**src/rtl/seek_pkg.sv**
```systemverilog
package seek_pkg;
    typedef enum logic [1:0] {
        ST_IDLE  = 2'd0,
        ST_FL_RD = 2'd1,
        ST_FL_WR = 2'd2,
        ST_FILL  = 2'd3
    } seek_state_e;
endpackage

```
**src/rtl/seek_track_pick.sv**
```systemverilog
module seek_track_pick #(
    parameter int HEADS = 4,
    localparam int HW = $clog2(HEADS)
) (
    input  logic [HEADS-1:0] pend,
    output logic             found,
    output logic [HW-1:0]    idx
);
    // Lowest pending head wins: each bit sees whether any lower bit is set.
    logic [HEADS:0] lower_any;
    logic [HEADS-1:0] win;

    assign lower_any[0] = 1'b0;

    genvar g;
    generate
        for (g = 0; g < HEADS; g++) begin : g_chain
            assign win[g]         = pend[g] & ~lower_any[g];
            assign lower_any[g+1] = lower_any[g] | pend[g];
        end
    endgenerate

    always_comb begin
        idx = '0;
        for (int i = 0; i < HEADS; i++) begin
            if (win[i]) idx = HW'(i);
        end
    end

    assign found = lower_any[HEADS];
endmodule

```
**src/rtl/seek_addr_gen.sv**
```systemverilog
module seek_addr_gen #(
    parameter int HEADS = 4,
    parameter int WPT   = 8,
    parameter int AW    = 32,
    parameter int CW    = 16,
    localparam int HW   = $clog2(HEADS),
    localparam int WW   = $clog2(WPT),
    localparam int BAW  = $clog2(HEADS * WPT)
) (
    input  logic [AW-1:0]  base,
    input  logic [CW-1:0]  cyl,
    input  logic [HW-1:0]  head,
    input  logic [WW-1:0]  word,
    output logic [AW-1:0]  mem_addr,
    output logic [BAW-1:0] buf_addr
);
    logic [AW-1:0] trk_idx;

    always_comb begin
        trk_idx  = AW'(cyl) * AW'(HEADS) + AW'(head);
        mem_addr = base + trk_idx * AW'(WPT) + AW'(word);
        buf_addr = BAW'(head) * BAW'(WPT) + BAW'(word);
    end
endmodule

```
**src/rtl/seek_reload_ctrl.sv**
```systemverilog
module seek_reload_ctrl #(
    parameter int HEADS = 4,
    parameter int WPT   = 8,
    parameter int AW    = 32,
    parameter int CW    = 16,
    localparam int HW   = $clog2(HEADS),
    localparam int WW   = $clog2(WPT),
    localparam int BAW  = $clog2(HEADS * WPT)
) (
    input  logic           clk,
    input  logic           rst_n,
    input  logic [AW-1:0]  cfg_base,
    input  logic [CW:0]    cfg_cyls,
    input  logic           cmd_valid,
    input  logic [CW-1:0]  cmd_cyl,
    input  logic           mark_valid,
    input  logic [HW-1:0]  mark_head,
    output logic           busy,
    output logic           seek_done,
    output logic           seek_err,
    output logic           mem_req,
    output logic           mem_we,
    output logic [AW-1:0]  mem_addr,
    output logic [31:0]    mem_wdata,
    input  logic           mem_ack,
    input  logic [31:0]    mem_rdata,
    output logic [BAW-1:0] buf_addr,
    output logic           buf_we,
    output logic [31:0]    buf_wdata,
    input  logic [31:0]    buf_rdata
);
    import seek_pkg::*;

    typedef struct packed {
        seek_state_e      st;
        logic [CW-1:0]    cur;
        logic [CW-1:0]    tgt;
        logic [HW-1:0]    head;
        logic [WW-1:0]    word;
        logic [HEADS-1:0] dirty;
        logic             done;
        logic             err;
    } ctrl_t;

    ctrl_t r_q, r_d;

    logic [HEADS-1:0] head_oh, mark_oh, pick_in;
    logic             pick_found;
    logic [HW-1:0]    pick_idx;
    logic             last_word, last_head;
    logic [CW-1:0]    cyl_sel;

    assign head_oh   = HEADS'(1) << r_q.head;
    assign mark_oh   = mark_valid ? (HEADS'(1) << mark_head) : '0;
    assign pick_in   = (r_q.st == ST_IDLE) ? (r_q.dirty | mark_oh)
                                           : (r_q.dirty & ~head_oh);
    assign last_word = (r_q.word == WW'(WPT - 1));
    assign last_head = (r_q.head == HW'(HEADS - 1));
    assign cyl_sel   = (r_q.st == ST_FILL) ? r_q.tgt : r_q.cur;

    seek_track_pick #(.HEADS(HEADS)) pick_i (
        .pend  (pick_in),
        .found (pick_found),
        .idx   (pick_idx)
    );

    seek_addr_gen #(.HEADS(HEADS), .WPT(WPT), .AW(AW), .CW(CW)) agen_i (
        .base     (cfg_base),
        .cyl      (cyl_sel),
        .head     (r_q.head),
        .word     (r_q.word),
        .mem_addr (mem_addr),
        .buf_addr (buf_addr)
    );

    always_comb begin
        r_d      = r_q;
        r_d.done = 1'b0;
        r_d.err  = 1'b0;
        unique case (r_q.st)
            ST_IDLE: begin
                r_d.dirty = r_q.dirty | mark_oh;
                if (cmd_valid) begin
                    if ({1'b0, cmd_cyl} >= cfg_cyls) begin
                        r_d.err = 1'b1;
                    end else if (cmd_cyl == r_q.cur) begin
                        r_d.done = 1'b1;
                    end else begin
                        r_d.tgt  = cmd_cyl;
                        r_d.word = '0;
                        if (pick_found) begin
                            r_d.head = pick_idx;
                            r_d.st   = ST_FL_RD;
                        end else begin
                            r_d.head = '0;
                            r_d.st   = ST_FILL;
                        end
                    end
                end
            end
            ST_FL_RD: begin
                r_d.st = ST_FL_WR;
            end
            ST_FL_WR: begin
                if (mem_ack) begin
                    if (last_word) begin
                        r_d.dirty = r_q.dirty & ~head_oh;
                        r_d.word  = '0;
                        if (pick_found) begin
                            r_d.head = pick_idx;
                            r_d.st   = ST_FL_RD;
                        end else begin
                            r_d.head = '0;
                            r_d.st   = ST_FILL;
                        end
                    end else begin
                        r_d.word = r_q.word + 1'b1;
                        r_d.st   = ST_FL_RD;
                    end
                end
            end
            ST_FILL: begin
                if (mem_ack) begin
                    if (last_word) begin
                        r_d.word = '0;
                        if (last_head) begin
                            r_d.head  = '0;
                            r_d.st    = ST_IDLE;
                            r_d.cur   = r_q.tgt;
                            r_d.dirty = '0;
                            r_d.done  = 1'b1;
                        end else begin
                            r_d.head = r_q.head + 1'b1;
                        end
                    end else begin
                        r_d.word = r_q.word + 1'b1;
                    end
                end
            end
            default: r_d.st = ST_IDLE;
        endcase
    end

    always_ff @(posedge clk) begin
        if (!rst_n) begin
            r_q <= '{st: ST_IDLE, cur: '0, tgt: '0, head: '0, word: '0,
                     dirty: '0, done: 1'b0, err: 1'b0};
        end else begin
            r_q <= r_d;
        end
    end

    assign busy      = (r_q.st != ST_IDLE);
    assign seek_done = r_q.done;
    assign seek_err  = r_q.err;
    assign mem_req   = (r_q.st == ST_FL_WR) || (r_q.st == ST_FILL);
    assign mem_we    = (r_q.st == ST_FL_WR);
    assign mem_wdata = buf_rdata;
    assign buf_we    = (r_q.st == ST_FILL) && mem_ack;
    assign buf_wdata = mem_rdata;
endmodule

```
**config.mk**
```make
export PLATFORM = sky130hd
export DESIGN_NAME = seek_reload_ctrl
export DESIGN_NICKNAME = d
export VERILOG_FILES = /design/src/rtl/seek_pkg.sv /design/src/rtl/seek_track_pick.sv /design/src/rtl/seek_addr_gen.sv /design/src/rtl/seek_reload_ctrl.sv
export SDC_FILE = /design/constraint.sdc
export NUM_CORES = 1
export LEC_CHECK = 0
export ABC_CLOCK_PERIOD_IN_PS = 4700
export BUFFER_PORTS_ARGS = -buffer_cell sky130_fd_sc_hd__buf_2
export CORE_UTILIZATION = 40
export DETAILED_ROUTE_END_ITERATION = 7
export HOLD_SLACK_MARGIN = 0.1
export PLACE_DENSITY = 0.78
export SYNTH_ARGS = -nofsm -noshare
export SYNTH_HDL_FRONTEND = slang
export SYNTH_SLANG_ARGS = --single-unit
export TNS_END_PERCENT = 5
```
**constraint.sdc**
```tcl
create_clock -name clk -period 4.7 [get_ports clk]
set_input_delay 1.175 -clock clk [delete_from_list [all_inputs] [get_ports clk]]
set_output_delay 1.175 -clock clk [all_outputs]
set_load 0.005 [all_outputs]
```
== Word level (Yosys, flattened, before mapping) ==
Index checks and enable logic that the tools add are counted.
Cells by class
  add/sub/neg operators: 6
  multipliers: 0
  divide/modulo/power cells: 0
  magnitude comparators: 1
  eq/ne operators: 14
  shift-type cells: 2
  multiplexer cells: 35
  bitwise logic cells: 14
  reduce and logical (&&, ||, !) cells: 12
Operators with widths (count)
  $mux 18: 3
  $add 32x3->32: 1
  $add 32x32->32: 1
  $pmux 9 s3: 1
  $mux 2: 13
  $mux 5: 5
  $add 18x2->19: 1
  $ge 16x17->1: 1
  $eq 16x16->1: 1
  $mux 16: 1
  $mux 4: 3
  $ne 2x2->1 const B: 6
  $reduce_and 6->1: 2
  $mux 10: 1
  $mux 9: 1
  $pmux 2 s4: 1
  $reduce_and 4->1: 2
  $reduce_and 8->1: 1
  $shl 1x2->4 const A: 2
  $reduce_and 7->1: 1
  $eq 2x2->1 const B: 3
  $add 5x3->5: 1
  $not 1->1: 5
  $and 4x4->4: 1
  other kinds (18): 26
Word-level totals
  register bits after elaboration: 45
  latch bits: 0
  RAM bits: 0
  memory bits (read-only): 0
  output and inout bits: 107
  word-level logic and storage cells: 92
  memories: 0

== Logic depth before layout (Yosys ltp) ==
  word-level depth: 14
  mapped depth: 13
  gate-level depth less buffers: 10

== Hierarchy ==
A second synthesis with hierarchy kept.
Second synthesis, totals
  cell total of the unflattened synthesis: 583
  area, all modules: 4668.2 µm²
By module, submodules not included
  seek_reload_ctrl: instances 1, cells each 383, area each 3198.1 µm²
  seek_addr_gen: instances 1, cells each 193, area each 1435.1 µm²
  seek_track_pick: instances 1, cells each 7, area each 35.0 µm²

== Least setup slack after synthesis ==
OpenSTA, ideal clock, no wires.
  path type: register -> output
  start: reg r_q[44] (netlist bit)
  end: out mem_addr[28]
  arrival time: 3.201 ns
  setup slack: 0.324 ns
  stages on the path, launching flop included: 13
  cell sequence: dfxtp_1 > ha_1 > clkbuf_1 > buf_1 > mux2_2 > ha_1 > buf_2 > and3_2 > nand3_1 > a2111o_1 > a21oi_2 > o211ai_1 > xnor2_1
On the way
  longest elaborated chain between the ends: 5
Ends and longest elaborated chain
  start, declared: RTL line seek_reload_ctrl.sv:45  | ctrl_t r_q, r_d;
  start signal, assigned: RTL line seek_reload_ctrl.sv:146  | r_q <= '{st: ST_IDLE, cur: '0, tgt: '0, head: '0, word: '0,
  start signal, assigned: RTL line seek_reload_ctrl.sv:149  | r_q <= r_d;
  $eq 2x2->1: RTL line seek_reload_ctrl.sv:59  | assign cyl_sel = (r_q.st == ST_FILL) ? r_q.tgt : r_q.cur;
  $mux 16: RTL line seek_reload_ctrl.sv:59
  $add 18x2->19: RTL line seek_addr_gen.sv:20  | trk_idx = AW'(cyl) * AW'(HEADS) + AW'(head);
  $add 32x32->32: RTL line seek_addr_gen.sv:21  | mem_addr = base + trk_idx * AW'(WPT) + AW'(word);
  $add 32x3->32: RTL line seek_addr_gen.sv:21
  end, declared: RTL line seek_reload_ctrl.sv:23  | output logic [AW-1:0] mem_addr,
No other way between the ends.

== Worst setup path in the final report ==
  start: in cfg_base[0]
  end: out mem_addr[26]
On the way
  longest elaborated chain between the ends: 2
Ends and longest elaborated chain
  start, declared: RTL line seek_reload_ctrl.sv:12  | input logic [AW-1:0] cfg_base,
  $add 32x32->32: RTL line seek_addr_gen.sv:21
  $add 32x3->32: RTL line seek_addr_gen.sv:21
No other way between the ends.

==> out/qor.yml <==
floorplan:
  placeableCoreArea_um2: 11030
  num_io_pins: 243
  initial_core_util_pct: 41.82
  dieWidth_um: 109.4
  fp.dieH_um: 109.4
  die-area_um2: 11970
  num_rows: 38
placement:
  port-buffer-count: 114
  place.gp.congestion: 0.8319
  dpl_cell_area_um2: 4782
  hpwl_after_detailed_placement_um: 8978
  dpl_worst_slack_ps: 76.34
finish:
  final_net_count: 809
  postLayoutCellArea_um2: 4971
  postLayoutCoreUtil_pct: 45.07
  areaGrowthSynthToFinish_pct: 7.757
  post_route_cells_drive_above_1_share_pct: 26.20
setup_path:
  r2r_cells: 7
  worst-endpoint-arrival_ps: 3400
  critical_path.max_stage_delay_ps: 450
  timing.critical_path.buf_inv: 3
  crit_path_top_delay_cell: "sky130_fd_sc_hd__a2111o_1"
  worstPathCellList: "buf_2, ha_1, inv_1, fa_1, nor2b_4, o31a_4, o311ai_4, a2111o_1, a21oi_4, o211ai_1, xnor2_1, buf_2"
  worstSetupPathDepth: 12
  critPathRequiredTime_ps: 3520
  worst_setup_path_start_kind: "primary input"
  critical_path_peak_fanout: 6
  crit_family: "compound AO/OA/AOI/OAI gates"
  end_kind: "primary output"
  critPathKind: "primary input to primary output"
  critical_path.most_common_cell: "sky130_fd_sc_hd__buf_2"
cts:
  clockRootBuffer: "sky130_fd_sc_hd__clkbuf_16"
  tritoncts: "done"
  clkSinkCount: 45
  htree_levels: 2
  clk_latency_ps: 300
  cts_hold_buf: 0
  cts_buffers: 5
  clkSlewWorstSetupHoldPaths_ps: 70
  cts.path.max_buffers: 2
power:
  leakagePower_nw: 2.430
  power-per-cell-area_nw_per_um2: 287.9
  vdd_ir_drop_max_mv: 0.1845
timing:
  finalWorstPathRequiredPeriod_ps: 4579
  setup_viol: 0
  timing_worst_slew_pin_value_ps: 740.5
  fmaxAchievable_mhz: 218.4
  final_count_of_pins_violating_max_slew: 0
  final-hold-violation-count: 0
  slew_headroom_pct: 50.49
  fin_worst_skew_ps: 10.84
  period_share_pct: 97.42
  setup_slack_after_layout_ps: 121.4
yosys:
  synth_seq_cells: 45
  synthesis.yosys.warnings: 0
  postSynthCellCount: 585
  synth_top_area_share_pct: 19.53
  synth_area_leaders: "sky130_fd_sc_hd__dfxtp_1, sky130_fd_sc_hd__ha_1, sky130_fd_sc_hd__buf_4"
  synth_most_common_cell: "sky130_fd_sc_hd__buf_4"
  synthDominantAreaCellType: "sky130_fd_sc_hd__dfxtp_1"
  total_nets_after_synthesis: 769
  synth.avg_cell_area_um2: 7.886
  synth_enable_flop_cells: 0
  ys_async_sr_fraction_pct: 0
  mappedNetlistArea_um2: 4613
  synth.distinct_cells: 64
  synth_commonest_cells: "sky130_fd_sc_hd__buf_4, sky130_fd_sc_hd__nand2_1, sky130_fd_sc_hd__a21oi_1"
  synth_ff_type: "sky130_fd_sc_hd__dfxtp_1"
  yosysSeqAreaShare_pct: 19.53
global_routing:
  grt_antenna_before_repair: 0
  busiest_layer: "met2"
  grt.total_usage_pct: 18.72
  grt_util_met2_pct: 31.40
  grtUsageMet3_pct: 3.082
  gr-usage-met1_pct: 24.78
  grt_max_degree: 43
  gr-total-overflow: 0
  grt_first_pass_wirelength_um: 17800
  first_global_vias: 3758
drt:
  drt-total-wl_um: 11280
  drtAntennaViolNets: 0
  drt_pass1_iterations: 5
  detailroute.via_count: 4007
  via_per_inst: 5.224
  routed_wire_length_per_instance_um: 14.71
  drt_drc_violations_left: 0
  drt_first_iter_violations: 330
worst_hold_path:
  holdCritPathClass: "flip-flop to flip-flop"
  timing.hold.worst_path_depth: 2
status:
  result_of_the_run: "finished clean"
run:
  maxCapViolations: 0
[cells by family (layout without fill, tap and decap cells)]
logic type,Yosys count,after routing,synth area share (%)
and+or+nand+nor,173,173,17.58
AOI/OAI and AO/OA,120,120,17.25
buffers and inverters,120,161,16.08
adders and majority gates,48,48,13.18
DFF,45,45,19.53
xor gates and xnor gates,44,44,8.354
muxes,35,35,8.028
other,0,1,0
[metal layers]
layer | up-vias | wire length [um] | part of all wire [%]
li1 | 2037 | - | -
met4 | 0 | 143 | 1.3
met2 | 117 | 5317 | 47
met5 | - | 0 | 0
met3 | 27 | 691 | 6.1
met1 | 1826 | 5127 | 45
[per-stage QoR]
stage / power, W / TNS, ps / cells / hold slack [ps]
finish: 0.001431 / 0 / 767 / 459.1
global route: 0.001532 / -214.1 / 766 / 488.1
CTS: 0.001427 / 0 / 766 / 463.5
detailed placement: 0.001063 / 0 / 758 / 456.4
global placement: 0.001056 / 0 / 758 / 451.9
floorplan: 0.0009333 / 0 / 585 / 441.0
[what timing repair did]
| item | CTS | global route |
|---|---|---|
| buffers inserted | 0 | 0 |
| setup endpoints to repair | 7 | 17 |
| pin swaps | 0 | 1 |
| resized for setup | 1 | 6 |
[cells in the final DEF (no fill, tap or decap), types with 4 or more instances in the layout]
cell / synthesis / layout
sky130_fd_sc_hd__buf_2: 2 / 114
sky130_fd_sc_hd__a21oi_1: 52 / 52
sky130_fd_sc_hd__o21a_1: 4 / 4
sky130_fd_sc_hd__nor2_1: 49 / 49
sky130_fd_sc_hd__buf_4: 69 / 5
sky130_fd_sc_hd__mux2i_1: 19 / 19
sky130_fd_sc_hd__xor2_1: 12 / 12
sky130_fd_sc_hd__nor3_1: 5 / 5
sky130_fd_sc_hd__nand2b_1: 4 / 4
sky130_fd_sc_hd__nand4_1: 11 / 11
sky130_fd_sc_hd__and3_1: 4 / 4
sky130_fd_sc_hd__a31oi_1: 4 / 4
sky130_fd_sc_hd__o211ai_1: 4 / 4
sky130_fd_sc_hd__o21ai_0: 16 / 16
sky130_fd_sc_hd__nand3_1: 13 / 13
sky130_fd_sc_hd__ha_1: 47 / 46
sky130_fd_sc_hd__dfxtp_1: 45 / 44
sky130_fd_sc_hd__a21o_1: 13 / 13
sky130_fd_sc_hd__mux2_2: 16 / 16
sky130_fd_sc_hd__clkbuf_16: 0 / 5
sky130_fd_sc_hd__inv_1: 32 / 32
sky130_fd_sc_hd__xnor2_1: 32 / 32
sky130_fd_sc_hd__and3_2: 4 / 4
sky130_fd_sc_hd__nand2_1: 64 / 64
[power breakdown]
group,switching (W),internal [W]
Combinational,0.000338,0.000264
Sequential,0.0000425,0.000424
Clock,0.000163,0.000200
Total,0.000544,0.000887
[layout make-up]
class	count	area, um2
diodes	1	2.502
clock buffers	5	125.1
clock inverters	3	25.02
fillers	1122	6060
inverters	34	127.6
multi-input cells	420	3005
flip-flops and latches	45	902.1
well taps	140	175.2
repair buffers	119	608.1
[final timing paths]
| kind | slack [ps] | start | end |
|---|---|---|---|
| worst max-delay path | 120 | cfg_base[0] | mem_addr[26] |
| worst min register to register | 460 | r_q[20] | r_q[36] |
| worst min-delay path | 460 | r_q[20] | r_q[36] |
| worst max register to register | 2280 | r_q[43] | r_q[14] |
[flip-flops by register name, summed over array words and instances (netlist names)]
register	count
r_q	43
seek_done	1
seek_err	1
[worst min-delay path: cells and delay by family (launching register included)]
family          cells  cell delay, ps
flops               1             320
compound gates      1              50
simple gates        1              60
Power figures use the tool's default switching activity.
